File: src/rtl/tfr_pkg.sv
`timescale 1ns/1ps
package tfr_pkg;
  typedef enum logic {
    DIR_TO_HOST = 1'b0,
    DIR_TO_DISK = 1'b1
  } xfer_dir_e;
endpackage

File: src/rtl/tfr_fifo.sv
`timescale 1ns/1ps
module tfr_fifo #(
  parameter int DW    = 8,
  parameter int DEPTH = 16,
  localparam int AW   = (DEPTH > 1) ? $clog2(DEPTH) : 1,
  localparam int CW   = $clog2(DEPTH + 1)
) (
  input  logic          clk,
  input  logic          rst_n,
  input  logic          flush,
  input  logic          push,
  input  logic [DW-1:0] wdata,
  input  logic          pop,
  output logic [DW-1:0] head,
  output logic [CW-1:0] occ,
  output logic          full,
  output logic          empty
);
  logic [AW-1:0] wr_ptr, rd_ptr;
  logic [DW-1:0] slot_vec [DEPTH];
  logic          do_push, do_pop;

  assign full    = (occ == CW'(DEPTH));
  assign empty   = (occ == '0);
  assign do_push = push & ~full;
  assign do_pop  = pop & ~empty;

  function automatic logic [AW-1:0] bump(input logic [AW-1:0] p);
    return (p == AW'(DEPTH - 1)) ? '0 : p + 1'b1;
  endfunction

  // one register per slot, written only when the write pointer selects it
  for (genvar i = 0; i < DEPTH; i++) begin : g_slot
    logic [DW-1:0] slot_q;
    always_ff @(posedge clk or negedge rst_n) begin
      if (!rst_n)
        slot_q <= '0;
      else if (!flush && do_push && wr_ptr == AW'(i))
        slot_q <= wdata;
    end
    assign slot_vec[i] = slot_q;
  end

  assign head = slot_vec[rd_ptr];

  always_ff @(posedge clk or negedge rst_n) begin
    if (!rst_n) begin
      wr_ptr <= '0;
      rd_ptr <= '0;
      occ    <= '0;
    end else if (flush) begin
      wr_ptr <= '0;
      rd_ptr <= '0;
      occ    <= '0;
    end else begin
      if (do_push) wr_ptr <= bump(wr_ptr);
      if (do_pop)  rd_ptr <= bump(rd_ptr);
      case ({do_push, do_pop})
        2'b10:   occ <= occ + 1'b1;
        2'b01:   occ <= occ - 1'b1;
        default: occ <= occ;
      endcase
    end
  end
endmodule

File: src/rtl/tfr_req_ctrl.sv
`timescale 1ns/1ps
module tfr_req_ctrl #(
  parameter int DEPTH = 16,
  localparam int CW   = $clog2(DEPTH + 1),
  localparam int TW   = (DEPTH > 1) ? $clog2(DEPTH) : 1
) (
  input  logic          clk,
  input  logic          rst_n,
  input  logic          exec_start,
  input  logic          dir_to_disk,
  input  logic          dma_mode,
  input  logic [TW-1:0] thresh,
  input  logic [CW-1:0] occ,
  input  logic          load_last,
  input  logic          host_rd_evt,
  input  logic          host_wr_evt,
  input  logic          dma_ack,
  input  logic          tc,
  output logic          req,
  output logic          exec_active,
  output logic          result_enter
);
  localparam logic [CW-1:0] DEPTH_C = CW'(DEPTH);

  logic req_q, req_d;
  logic done_q, done_d;
  logic exec_q, exec_d;
  logic res_q, res_d;
  logic last_q, last_d;
  logic ack_q, tc_q;

  logic          ack_rise, tc_fall;
  logic [CW-1:0] mark;
  logic          at_mark, low_water, is_empty, is_full, rd_final;

  assign ack_rise  = dma_ack & ~ack_q;
  assign tc_fall   = tc_q & ~tc;
  assign mark      = DEPTH_C - CW'(thresh);
  assign at_mark   = (occ >= mark);
  assign low_water = (occ <= CW'(thresh));
  assign is_empty  = (occ == '0);
  assign is_full   = (occ == DEPTH_C);
  assign rd_final  = last_q && (occ == CW'(1));

  always_comb begin
    req_d  = req_q;
    done_d = done_q;
    exec_d = exec_q;
    res_d  = 1'b0;
    last_d = last_q | load_last;
    if (exec_start) begin
      req_d  = dir_to_disk;
      done_d = 1'b0;
      exec_d = 1'b1;
      last_d = 1'b0;
    end else if (!exec_q) begin
      req_d = 1'b0;
    end else if (!dir_to_disk) begin
      // disk-to-host: raise at watermark or sector end, release at empty
      if (done_q || is_empty) begin
        req_d = 1'b0;
      end else if (dma_mode && rd_final && (ack_rise || host_rd_evt)) begin
        req_d  = 1'b0;
        done_d = 1'b1;
      end else if (at_mark || last_q) begin
        req_d = 1'b1;
      end
    end else begin
      // host-to-disk: release at full or termination, rearm at low water
      if (dma_mode && tc && (dma_ack || host_wr_evt)) begin
        req_d  = 1'b0;
        done_d = 1'b1;
      end else if (!dma_mode && tc_fall && !dma_ack) begin
        req_d  = 1'b0;
        done_d = 1'b1;
      end else if (done_q || is_full) begin
        req_d = 1'b0;
      end else if (low_water) begin
        req_d = 1'b1;
      end
      if (done_q && is_empty) begin
        req_d  = 1'b0;
        exec_d = 1'b0;
        res_d  = 1'b1;
      end
    end
  end

  always_ff @(posedge clk or negedge rst_n) begin
    if (!rst_n) begin
      req_q  <= 1'b0;
      done_q <= 1'b0;
      exec_q <= 1'b0;
      res_q  <= 1'b0;
      last_q <= 1'b0;
      ack_q  <= 1'b0;
      tc_q   <= 1'b0;
    end else begin
      req_q  <= req_d;
      done_q <= done_d;
      exec_q <= exec_d;
      res_q  <= res_d;
      last_q <= last_d;
      ack_q  <= dma_ack;
      tc_q   <= tc;
    end
  end

  assign req          = req_q;
  assign exec_active  = exec_q;
  assign result_enter = res_q;
endmodule

File: src/rtl/tfr_fault_flags.sv
`timescale 1ns/1ps
module tfr_fault_flags (
  input  logic clk,
  input  logic rst_n,
  input  logic clear,
  input  logic starve_evt,
  input  logic spill_evt,
  output logic underrun,
  output logic overrun
);
  always_ff @(posedge clk or negedge rst_n) begin
    if (!rst_n) begin
      underrun <= 1'b0;
      overrun  <= 1'b0;
    end else if (clear) begin
      underrun <= 1'b0;
      overrun  <= 1'b0;
    end else begin
      underrun <= underrun | starve_evt;
      overrun  <= overrun | spill_evt;
    end
  end
endmodule

File: src/rtl/xfer_fifo_ctrl.sv
`timescale 1ns/1ps
module xfer_fifo_ctrl #(
  parameter int DW    = 8,
  parameter int DEPTH = 16,
  localparam int CW   = $clog2(DEPTH + 1),
  localparam int TW   = (DEPTH > 1) ? $clog2(DEPTH) : 1
) (
  input  logic          clk,
  input  logic          rst_n,
  input  logic [TW-1:0] cfg_thresh,
  input  logic          cfg_dma_mode,
  input  logic          cfg_dir,
  input  logic          exec_start,
  input  logic          disk_in_valid,
  input  logic [DW-1:0] disk_in_data,
  input  logic          disk_in_last,
  output logic          disk_in_ready,
  output logic          disk_out_valid,
  output logic [DW-1:0] disk_out_data,
  input  logic          disk_out_ready,
  input  logic          host_wr_stb,
  input  logic [DW-1:0] host_wdata,
  input  logic          host_rd_stb,
  output logic [DW-1:0] host_rdata,
  input  logic          dma_ack,
  input  logic          tc,
  output logic          dma_req,
  output logic          irq,
  output logic          rqm,
  output logic          result_enter,
  output logic          underrun,
  output logic          overrun
);
  import tfr_pkg::*;

  xfer_dir_e     dir_sel;
  logic          to_disk;
  logic [CW-1:0] occ;
  logic          fifo_full, fifo_empty;
  logic [DW-1:0] head;
  logic          exec_q, req;
  logic          disk_push, host_push, disk_pop, host_pop;
  logic          host_wr_evt, host_rd_evt;
  logic          push, pop;
  logic [DW-1:0] push_data;
  logic          starve_evt, spill_evt;

  assign dir_sel = xfer_dir_e'(cfg_dir);
  assign to_disk = (dir_sel == DIR_TO_DISK);

  // host strobes count only inside a phase and in their own direction
  assign host_wr_evt = host_wr_stb & exec_q & to_disk;
  assign host_rd_evt = host_rd_stb & exec_q & ~to_disk;

  assign disk_in_ready  = ~fifo_full & ~to_disk;
  assign disk_out_valid = ~fifo_empty & to_disk;
  assign disk_push      = disk_in_valid & disk_in_ready;
  assign disk_pop       = disk_out_valid & disk_out_ready;
  assign host_push      = host_wr_evt & ~fifo_full;
  assign host_pop       = host_rd_evt & ~fifo_empty;

  assign push      = to_disk ? host_push : disk_push;
  assign pop       = to_disk ? disk_pop : host_pop;
  assign push_data = to_disk ? host_wdata : disk_in_data;

  assign starve_evt = exec_q & to_disk & disk_out_ready & fifo_empty;
  assign spill_evt  = (disk_in_valid & ~to_disk & fifo_full) | (host_wr_evt & fifo_full);

  tfr_fifo #(.DW(DW), .DEPTH(DEPTH)) u_fifo (
    .clk   (clk),
    .rst_n (rst_n),
    .flush (exec_start),
    .push  (push),
    .wdata (push_data),
    .pop   (pop),
    .head  (head),
    .occ   (occ),
    .full  (fifo_full),
    .empty (fifo_empty)
  );

  tfr_req_ctrl #(.DEPTH(DEPTH)) u_req (
    .clk          (clk),
    .rst_n        (rst_n),
    .exec_start   (exec_start),
    .dir_to_disk  (to_disk),
    .dma_mode     (cfg_dma_mode),
    .thresh       (cfg_thresh),
    .occ          (occ),
    .load_last    (disk_push & disk_in_last),
    .host_rd_evt  (host_rd_evt),
    .host_wr_evt  (host_wr_evt),
    .dma_ack      (dma_ack),
    .tc           (tc),
    .req          (req),
    .exec_active  (exec_q),
    .result_enter (result_enter)
  );

  tfr_fault_flags u_flags (
    .clk        (clk),
    .rst_n      (rst_n),
    .clear      (exec_start),
    .starve_evt (starve_evt),
    .spill_evt  (spill_evt),
    .underrun   (underrun),
    .overrun    (overrun)
  );

  assign disk_out_data = head;
  assign host_rdata    = head;
  assign dma_req       = req & cfg_dma_mode;
  assign irq           = req & ~cfg_dma_mode;
  assign rqm           = req & ~cfg_dma_mode;
endmodule

File: config.mk
export PLATFORM = sky130hd
export DESIGN_NAME = xfer_fifo_ctrl
export DESIGN_NICKNAME = d
export VERILOG_FILES = /design/src/rtl/tfr_pkg.sv /design/src/rtl/tfr_fifo.sv /design/src/rtl/tfr_req_ctrl.sv /design/src/rtl/tfr_fault_flags.sv /design/src/rtl/xfer_fifo_ctrl.sv
export SDC_FILE = /design/constraint.sdc
export NUM_CORES = 1
export LEC_CHECK = 0
export BUFFER_PORTS_ARGS = -buffer_cell sky130_fd_sc_hd__buf_2
export CAP_MARGIN = 20
export CORE_MARGIN = 1
export CORE_UTILIZATION = 45
export CTS_CLUSTER_SIZE = 20
export DETAILED_ROUTE_END_ITERATION = 16
export PLACE_DENSITY = 0.6
export SLEW_MARGIN = 20
export SYNTH_ARGS = -nofsm -noshare
export SYNTH_HDL_FRONTEND = slang
export SYNTH_HIERARCHICAL = 1
export SYNTH_SLANG_ARGS = --single-unit
File: constraint.sdc
create_clock -name clk -period 3.7 [get_ports clk]
set_input_delay 0.185 -clock clk [delete_from_list [all_inputs] [get_ports clk]]
set_output_delay 0.185 -clock clk [all_outputs]
set_load 0.02 [all_outputs]
==> results of run 1 <==
==> cell type report <==
type,instances,area [µm²],area share
repair buffers,64,357,0.0406
multi-input cells,369,3730,0.424
clock buffers,24,502,0.0571
flip-flops and latches,150,3750,0.427
inverters,15,56.3,0.00640
well taps,220,275,0.0313
clock inverters,7,118,0.0134
==> flip-flops by register name, indices dropped and copies added, names as in the netlist <==
| register | cells |
|---|---|
| u_flags/underrun | 1 |
| u_fifo/rd_ptr | 4 |
| u_fifo/wr_ptr | 4 |
| u_req/done_q | 1 |
| u_req/req | 1 |
| u_fifo/occ | 5 |
| u_flags/overrun | 1 |
| u_req/tc_q | 1 |
| u_req/exec_active | 1 |
| u_req/result_enter | 1 |
| u_req/last_q | 1 |
| u_fifo/g_slot.slot_q | 128 |
| u_req/ack_q | 1 |
==> cell usage after synthesis, types with 3 or more instances <==
master    instances  share of area
mux4_2           32          0.093
ha_1             17          0.028
nand3_2           4         0.0052
buf_2             5         0.0032
mux2_4            8          0.016
and2_1            5         0.0040
buf_4             9         0.0087
nor2_1           22          0.011
mux2_2          130           0.19
clkbuf_1         20         0.0097
nand2_1          20         0.0097
a22oi_1          17          0.017
nor2_4            4         0.0058
or3_1             3         0.0024
a21oi_1          14         0.0091
nand4b_1          3         0.0034
o21bai_1          3         0.0029
inv_1            15         0.0073
nand2b_1          4         0.0032
nor2b_1           7         0.0057
nand4_1           3         0.0024
o21ai_0          11         0.0071
dfrtp_1         150           0.49
nor3_1            5         0.0032
nand3_1          10         0.0065
o211ai_1          3         0.0029
buf_1             3         0.0015
xor2_1            3         0.0034
==> layer usage <==
metal / track usage / up-vias / wire length (µm)
li1: - / 2201 / -
met4: 0.0632 / 0 / 261
met2: 0.372 / 86 / 9170
met1: 0.269 / 2541 / 7570
met3: 0.0467 / 20 / 521
met5: 0 / - / 0
==> logic make-up after synthesis <==
kind of cell | synth area share
flip-flops | 0.486
AND/OR/NAND/NOR | 0.0833
adder cells (fa/ha/maj) | 0.0301
XOR/XNOR | 0.00453
multiplexers | 0.301
buffers and inverters | 0.0319
AO/OA/AOI/OAI | 0.0639
==> final timing paths <==
| path | start | to | slack (ps) | cells past startpoint |
|---|---|---|---|---|
| min reg2reg | u_flags/underrun | u_flags/underrun | 500 | 1 |
| max | u_fifo/occ[1] | u_fifo/occ[3] | 270 | 12 |
| min in group asynchronous | rst_n | u_fifo/g_slot[0].slot_q[7] | 440 | 2 |
| max reg2reg | u_fifo/occ[1] | u_fifo/occ[3] | 270 | 12 |
| min | disk_in_last | u_req/last_q | 120 | 4 |
| max in group asynchronous | rst_n | u_fifo/g_slot[12].slot_q[5] | 2300 | 3 |
==> critical path, delay by kind of cell (launching register included) <==
kind | cells | cell delay (ps)
mux | 1 | 160
simple gates | 4 | 1290
buf+inv | 1 | 80
fa+ha+maj | 1 | 270
flops | 1 | 500
compound gates | 5 | 1060
==> through the flow <==
step	total power [mW]	std cells	hold WS, ps	setup slack (ps)
after floorplan	3.26	572	-111	372
after global placement	3.61	815	325	502
after detailed placement	3.66	815	335	330
after CTS	5.49	849	100	306
after global routing	5.71	849	114	113
final	5.43	849	117	274
==> timing repair <==
item,4_1_cts,5_1_grt
gates resized for setup,0,0
hold buffers,3,0
setup buffers,0,0
endpoints found under the hold margin,103,0
==> where the power goes <==
part / internal (mW) / switching (mW) / leakage [nW]
Combinational: 0.680 / 0.894 / 1.87
Clock: 1.15 / 0.655 / 0.307
Sequential: 1.85 / 0.207 / 2.04
==> results_dict.tcl, run 1 <==
set metrics [dict create \
    power_density_nw_per_um2 618 \
    drive_gt1_frac 0.447 \
    diodes 0 \
    cp-end-kind "register" \
    fp-row-count 47 \
    grt_pass1_wl_mm 28.4 \
    nNetsFinal 667 \
    drt-pass1-iter-count 4 \
    setup_viol 0 \
    min_path_type "input pin to register" \
    grt_pass1_vias 5207 \
    fin_crit_sh 0.926 \
    status "finished clean" \
    syn-cell-area_um2 7730 \
    cap_violations 0 \
    ys_ff_latch 150 \
    tritoncts "yes" \
    grt.total_usage 0.215 \
    drc_errors 0 \
    setup_tns_ps 0 \
    synth-seq-area-share 0.486 \
    cp_slowest_cell "or4_1" \
    die_w_um 133 \
    avgRoutedWirePerCell_um 20.6 \
    synth.avg_cell_area_um2 13.5 \
    drt-total-wl_mm 17.5 \
    numCtsBuffers 17 \
    fin_skew_ps 10.2 \
    final_common_cell "dfrtp_1" \
    final_cell_mix "dfrtp_1, mux2_2, buf_2, mux4_2, nor2_1" \
    synth_cell_types 61 \
    path_cells "or4_1, nor2_1, and2b_1, a32o_1, o21ai_1, or2_2, inv_1, ha_1, a211oi_1, o21bai_1, o21bai_1, mux2i_1" \
    io_pins 56 \
    fin_crit_ps 3430 \
    die_y_um 133 \
    clock_sinks 150 \
    drtAntennaViolNets 0 \
    filler_cell_count 1412 \
    power.leakage_nw 4.21 \
    yosys_warnings 6 \
    start_kind "register" \
    crit_type "register to register" \
    gp_congestion 0.820 \
    htreeDepth 4 \
    dpl.hpwl_mm 11.7 \
    critPathMaxStageDelay_ps 710 \
    grt_antenna_before_repair 0 \
    synth_cells 572 \
    max_slew_margin 0.380 \
    irDropWorstVdd_uv 338 \
    fin_area_um2 8790 \
    clock_latency_ps 420 \
    ys.flop_type "dfrtp_1" \
    clock_tree.root_cell "clkbuf_16" \
    rsz0062_at_grt "no" \
    dieArea_um2 17700 \
    initial_core_util 0.463 \
    clk_pin_slew_ps 60 \
    fmax_ghz 0.292 \
    utilization 0.527 \
    core-area_um2 16700 \
    viasPerCell 5.71 \
    synth_edf_count 0 \
    critPathMaxFanout 9 \
    hold_viol_final 0 \
    slew_violations 0 \
    gr-total-overflow 0 \
    arrival_ps 3770 \
    clockBufferDepth 2 \
    tightest_slew_ps 930 \
    cp.required_ps 4040 \
    cpMostUsedCell "o21bai_1" \
    synthArstFlopShare 1.00 \
    placed_cell_area_um2 8140 \
    port_buffers 55 \
    grt_max_degree 104 \
    num_vias 4848 \
    synthesis.nets 622 \
    initialDrtViolationCount 275 \
    syn2layout_area_growth_pct 13.7 \
]
Power figures use the tool's default switching activity.
==> inputs of run 2 (changes only) <==
--- a/config.mk
+++ b/config.mk
@@ -5,13 +5,14 @@
 export SDC_FILE = /design/constraint.sdc
 export NUM_CORES = 1
 export LEC_CHECK = 0
+export ABC_AREA = 1
 export BUFFER_PORTS_ARGS = -buffer_cell sky130_fd_sc_hd__buf_2
 export CAP_MARGIN = 20
 export CORE_MARGIN = 1
-export CORE_UTILIZATION = 45
+export CORE_UTILIZATION = 60
 export CTS_CLUSTER_SIZE = 20
 export DETAILED_ROUTE_END_ITERATION = 16
-export PLACE_DENSITY = 0.6
+export PLACE_DENSITY = 0.77
 export SLEW_MARGIN = 20
 export SYNTH_ARGS = -nofsm -noshare
 export SYNTH_HDL_FRONTEND = slang
==> results_dict.tcl, run 2 <==
set metrics [dict create \
    p_comb_frac 0.313 \
    grt_antenna_before_repair 0 \
    rsz0062_at_grt "no" \
    final_cell_mix "nand2_1, o21ai_0, dfrtp_1, inv_1, a21oi_1" \
    numCtsBuffers 17 \
    yosys_warnings 6 \
    drt-total-wl_mm 21.2 \
    synth-seq-area-share 0.466 \
    crit_buf_inv 1 \
    min_path_cells 5 \
    gp_congestion 0.923 \
    clockPowerShare 0.339 \
    muxShareOfSynthArea 0 \
    yosysTopAreaCellShare 0.466 \
    post-synth-top-count-cell "nand2_1" \
    filler_cell_count 1055 \
    core-area_um2 12900 \
    fin_skew_ps 7.42 \
    synth_cell_types 35 \
    path_cells "nor2_1, nand3_2, inv_1, nor2_1, nand2_1, o21ai_1, nand2_2, nor2_8, nand2_2, nor2_1, nand2_1, nand2_1" \
    port_buffers 55 \
    num_vias 7166 \
    viasPerCell 5.67 \
    cp.required_ps 4070 \
    fp-row-count 41 \
    largest_register_ff_count 128 \
    rr_endpoint "u_fifo/g_slot[4].slot_q[6]" \
    holdPathEnd "u_req/last_q" \
    setup_tns_ps 0 \
    drive_gt1_frac 0.125 \
    drtAntennaViolNets 0 \
    p_int_mw 3.65 \
    ys.flop_type "dfrtp_1" \
    cap_violations 0 \
    gr-total-overflow 0 \
    crit_family "simple AND/OR/NAND/NOR gates" \
    min-delay-start "disk_in_last" \
    grt.total_usage 0.322 \
    setup_viol 0 \
    tightest_slew_ps 1060 \
    diodes 0 \
    grt_pass1_wl_mm 34.3 \
    yosys.area.top_type "dfrtp_1" \
    status "finished clean" \
    clk_pin_slew_ps 60 \
    switching_share 0.363 \
    synth-compound-area-share 0.174 \
    yosys-top-cells-count "nand2_1, o21ai_0, dfrtp_1" \
    synthArstFlopShare 1.00 \
    clock_sinks 150 \
    dieArea_um2 13900 \
    start_kind "register" \
    die_y_um 118 \
    grt_pass1_vias 6651 \
    clockBufferDepth 2 \
    avgRoutedWirePerCell_um 16.8 \
    synth_top_family_by_area "simple AND/OR/NAND/NOR gates" \
    top_register "u_fifo/g_slot.slot_q" \
    crit_type "register to register" \
    pre_cts_slack_ps 940 \
    irDropWorstVdd_uv 365 \
    nNetsFinal 1129 \
    hold_viol_final 0 \
    fin_crit_sh 0.750 \
    initialDrtViolationCount 799 \
    synthAdderAreaFrac 0.0289 \
    min_path_type "input pin to register" \
    synth-xor-area-share 0.00653 \
    p_switching_mw 2.08 \
    syn-cell-area_um2 8050 \
    power.leakage_nw 4.68 \
    seq_power_share 0.348 \
    fmax_ghz 0.360 \
    layout_setup_ws_ps 923 \
    initial_core_util 0.625 \
    critPathMaxStageDelay_ps 610 \
    reg_top3 "u_fifo/g_slot.slot_q (128), u_fifo/occ (5)" \
    synthSimpleGateAreaFrac 0.230 \
    arrival_ps 3140 \
    synth.avg_cell_area_um2 7.64 \
    drt-pass1-iter-count 6 \
    htreeDepth 4 \
    final_common_cell "nand2_1" \
    io_pins 56 \
    cp_slowest_cell "nor2_1" \
    rrSetupSlack_ps 920 \
    reg2regPathDepth 12 \
    drc_errors 0 \
    tritoncts "yes" \
    slew_violations 0 \
    clock_latency_ps 430 \
    cp-end-kind "register" \
    synthesis.nets 1104 \
    power_density_nw_per_um2 636 \
    max_slew_margin 0.295 \
    synth_cells 1054 \
    grt_max_degree 88 \
    clock_tree.root_cell "clkbuf_16" \
    die_w_um 118 \
    yosys-top-cells-area "dfrtp_1, nand2_1, o21ai_0" \
    critPathMaxFanout 33 \
    dpl.hpwl_mm 13.8 \
    ys_ff_latch 150 \
    rr_startpoint "u_fifo/occ[1]" \
    fin_crit_ps 2780 \
    synth_edf_count 0 \
    syn2layout_area_growth_pct 12.1 \
]
==> run 2: per-stage QoR <==
stage,instances,hold slack (ps),cell area [µm²],total power [mW],utilization
finish,1264,95.3,9020,5.74,0.701
global route,1264,135,9020,6.01,0.701
CTS,1264,87.0,9020,5.73,0.701
detailed placement,1229,291,8330,3.79,0.647
global placement,1229,294,8330,3.75,0.647
floorplan,1054,-111,8050,3.30,-
==> run 2: timing repair <==
item	4_1_cts	5_1_grt
buffers inserted	0	0
gates resized for setup	0	0
hold endpoints to repair	87	0
hold buffers	3	0
==> run 2: power by group through the flow <==
stage          registers (mW)  clock network, mW  logic [mW]
3_3_place_gp             2.01                  0        1.73
6_report                 2.00               1.94        1.80
2_1_floorplan            1.99                  0        1.31
3_5_place_dp             2.02                  0        1.76
5_1_grt                  2.02               2.02        1.97
4_1_cts                  2.00               1.95        1.78
==> run 2: logic make-up (layout without fill, tap and decap cells) <==
kind of cell | Yosys count | in the layout
simple gates | 420 | 420
compound gates | 274 | 274
buf+inv | 186 | 224
flops | 150 | 150
fa+ha+maj | 18 | 18
xor+xnor | 6 | 6
==> run 2: metal layers <==
layer | up-vias | global-route usage | part of all wire
met2 | 344 | 0.494 | 0.46
li1 | 3429 | - | -
met3 | 56 | 0.0581 | 0.083
met5 | - | 0 | 0
met1 | 3337 | 0.432 | 0.41
met4 | 0 | 0.183 | 0.042
==> run 2: final cells by class <==
| class | count | area [µm²] | area share |
|---|---|---|---|
| Tap cell | 172 | 215 | 0.0238 |
| Sequential cell | 150 | 3750 | 0.416 |
| Clock buffer | 20 | 467 | 0.0517 |
| Multi-Input combinational cell | 718 | 3540 | 0.392 |
| Inverter | 124 | 465 | 0.0516 |
| Clock inverter | 12 | 196 | 0.0218 |
| Timing Repair Buffer | 68 | 387 | 0.0428 |
==> run 2: worst register-to-register path: cells and delay by family, from the launching register on <==
kind                   cells  cell delay, ps
flip-flops                 1             510
AO/OA/AOI/OAI              1             100
AND/OR/NAND/NOR           10            2020
buffers and inverters      1              80
==> run 2: worst max path at each step <==
stage | start | endpoint | slack, ps | cells after the start
detailed placement | u_fifo/occ[1] | u_fifo/g_slot[4].slot_q[1] | 940 | 11
floorplan | u_fifo/occ[1] | u_fifo/occ[4] | 1190 | 18
global placement | u_fifo/occ[1] | u_fifo/g_slot[4].slot_q[4] | 1030 | 11
global route | u_fifo/occ[3] | u_fifo/g_slot[4].slot_q[3] | 600 | 12
finish | u_fifo/occ[1] | u_fifo/g_slot[4].slot_q[6] | 920 | 12
CTS | u_fifo/occ[1] | u_fifo/g_slot[4].slot_q[4] | 920 | 11
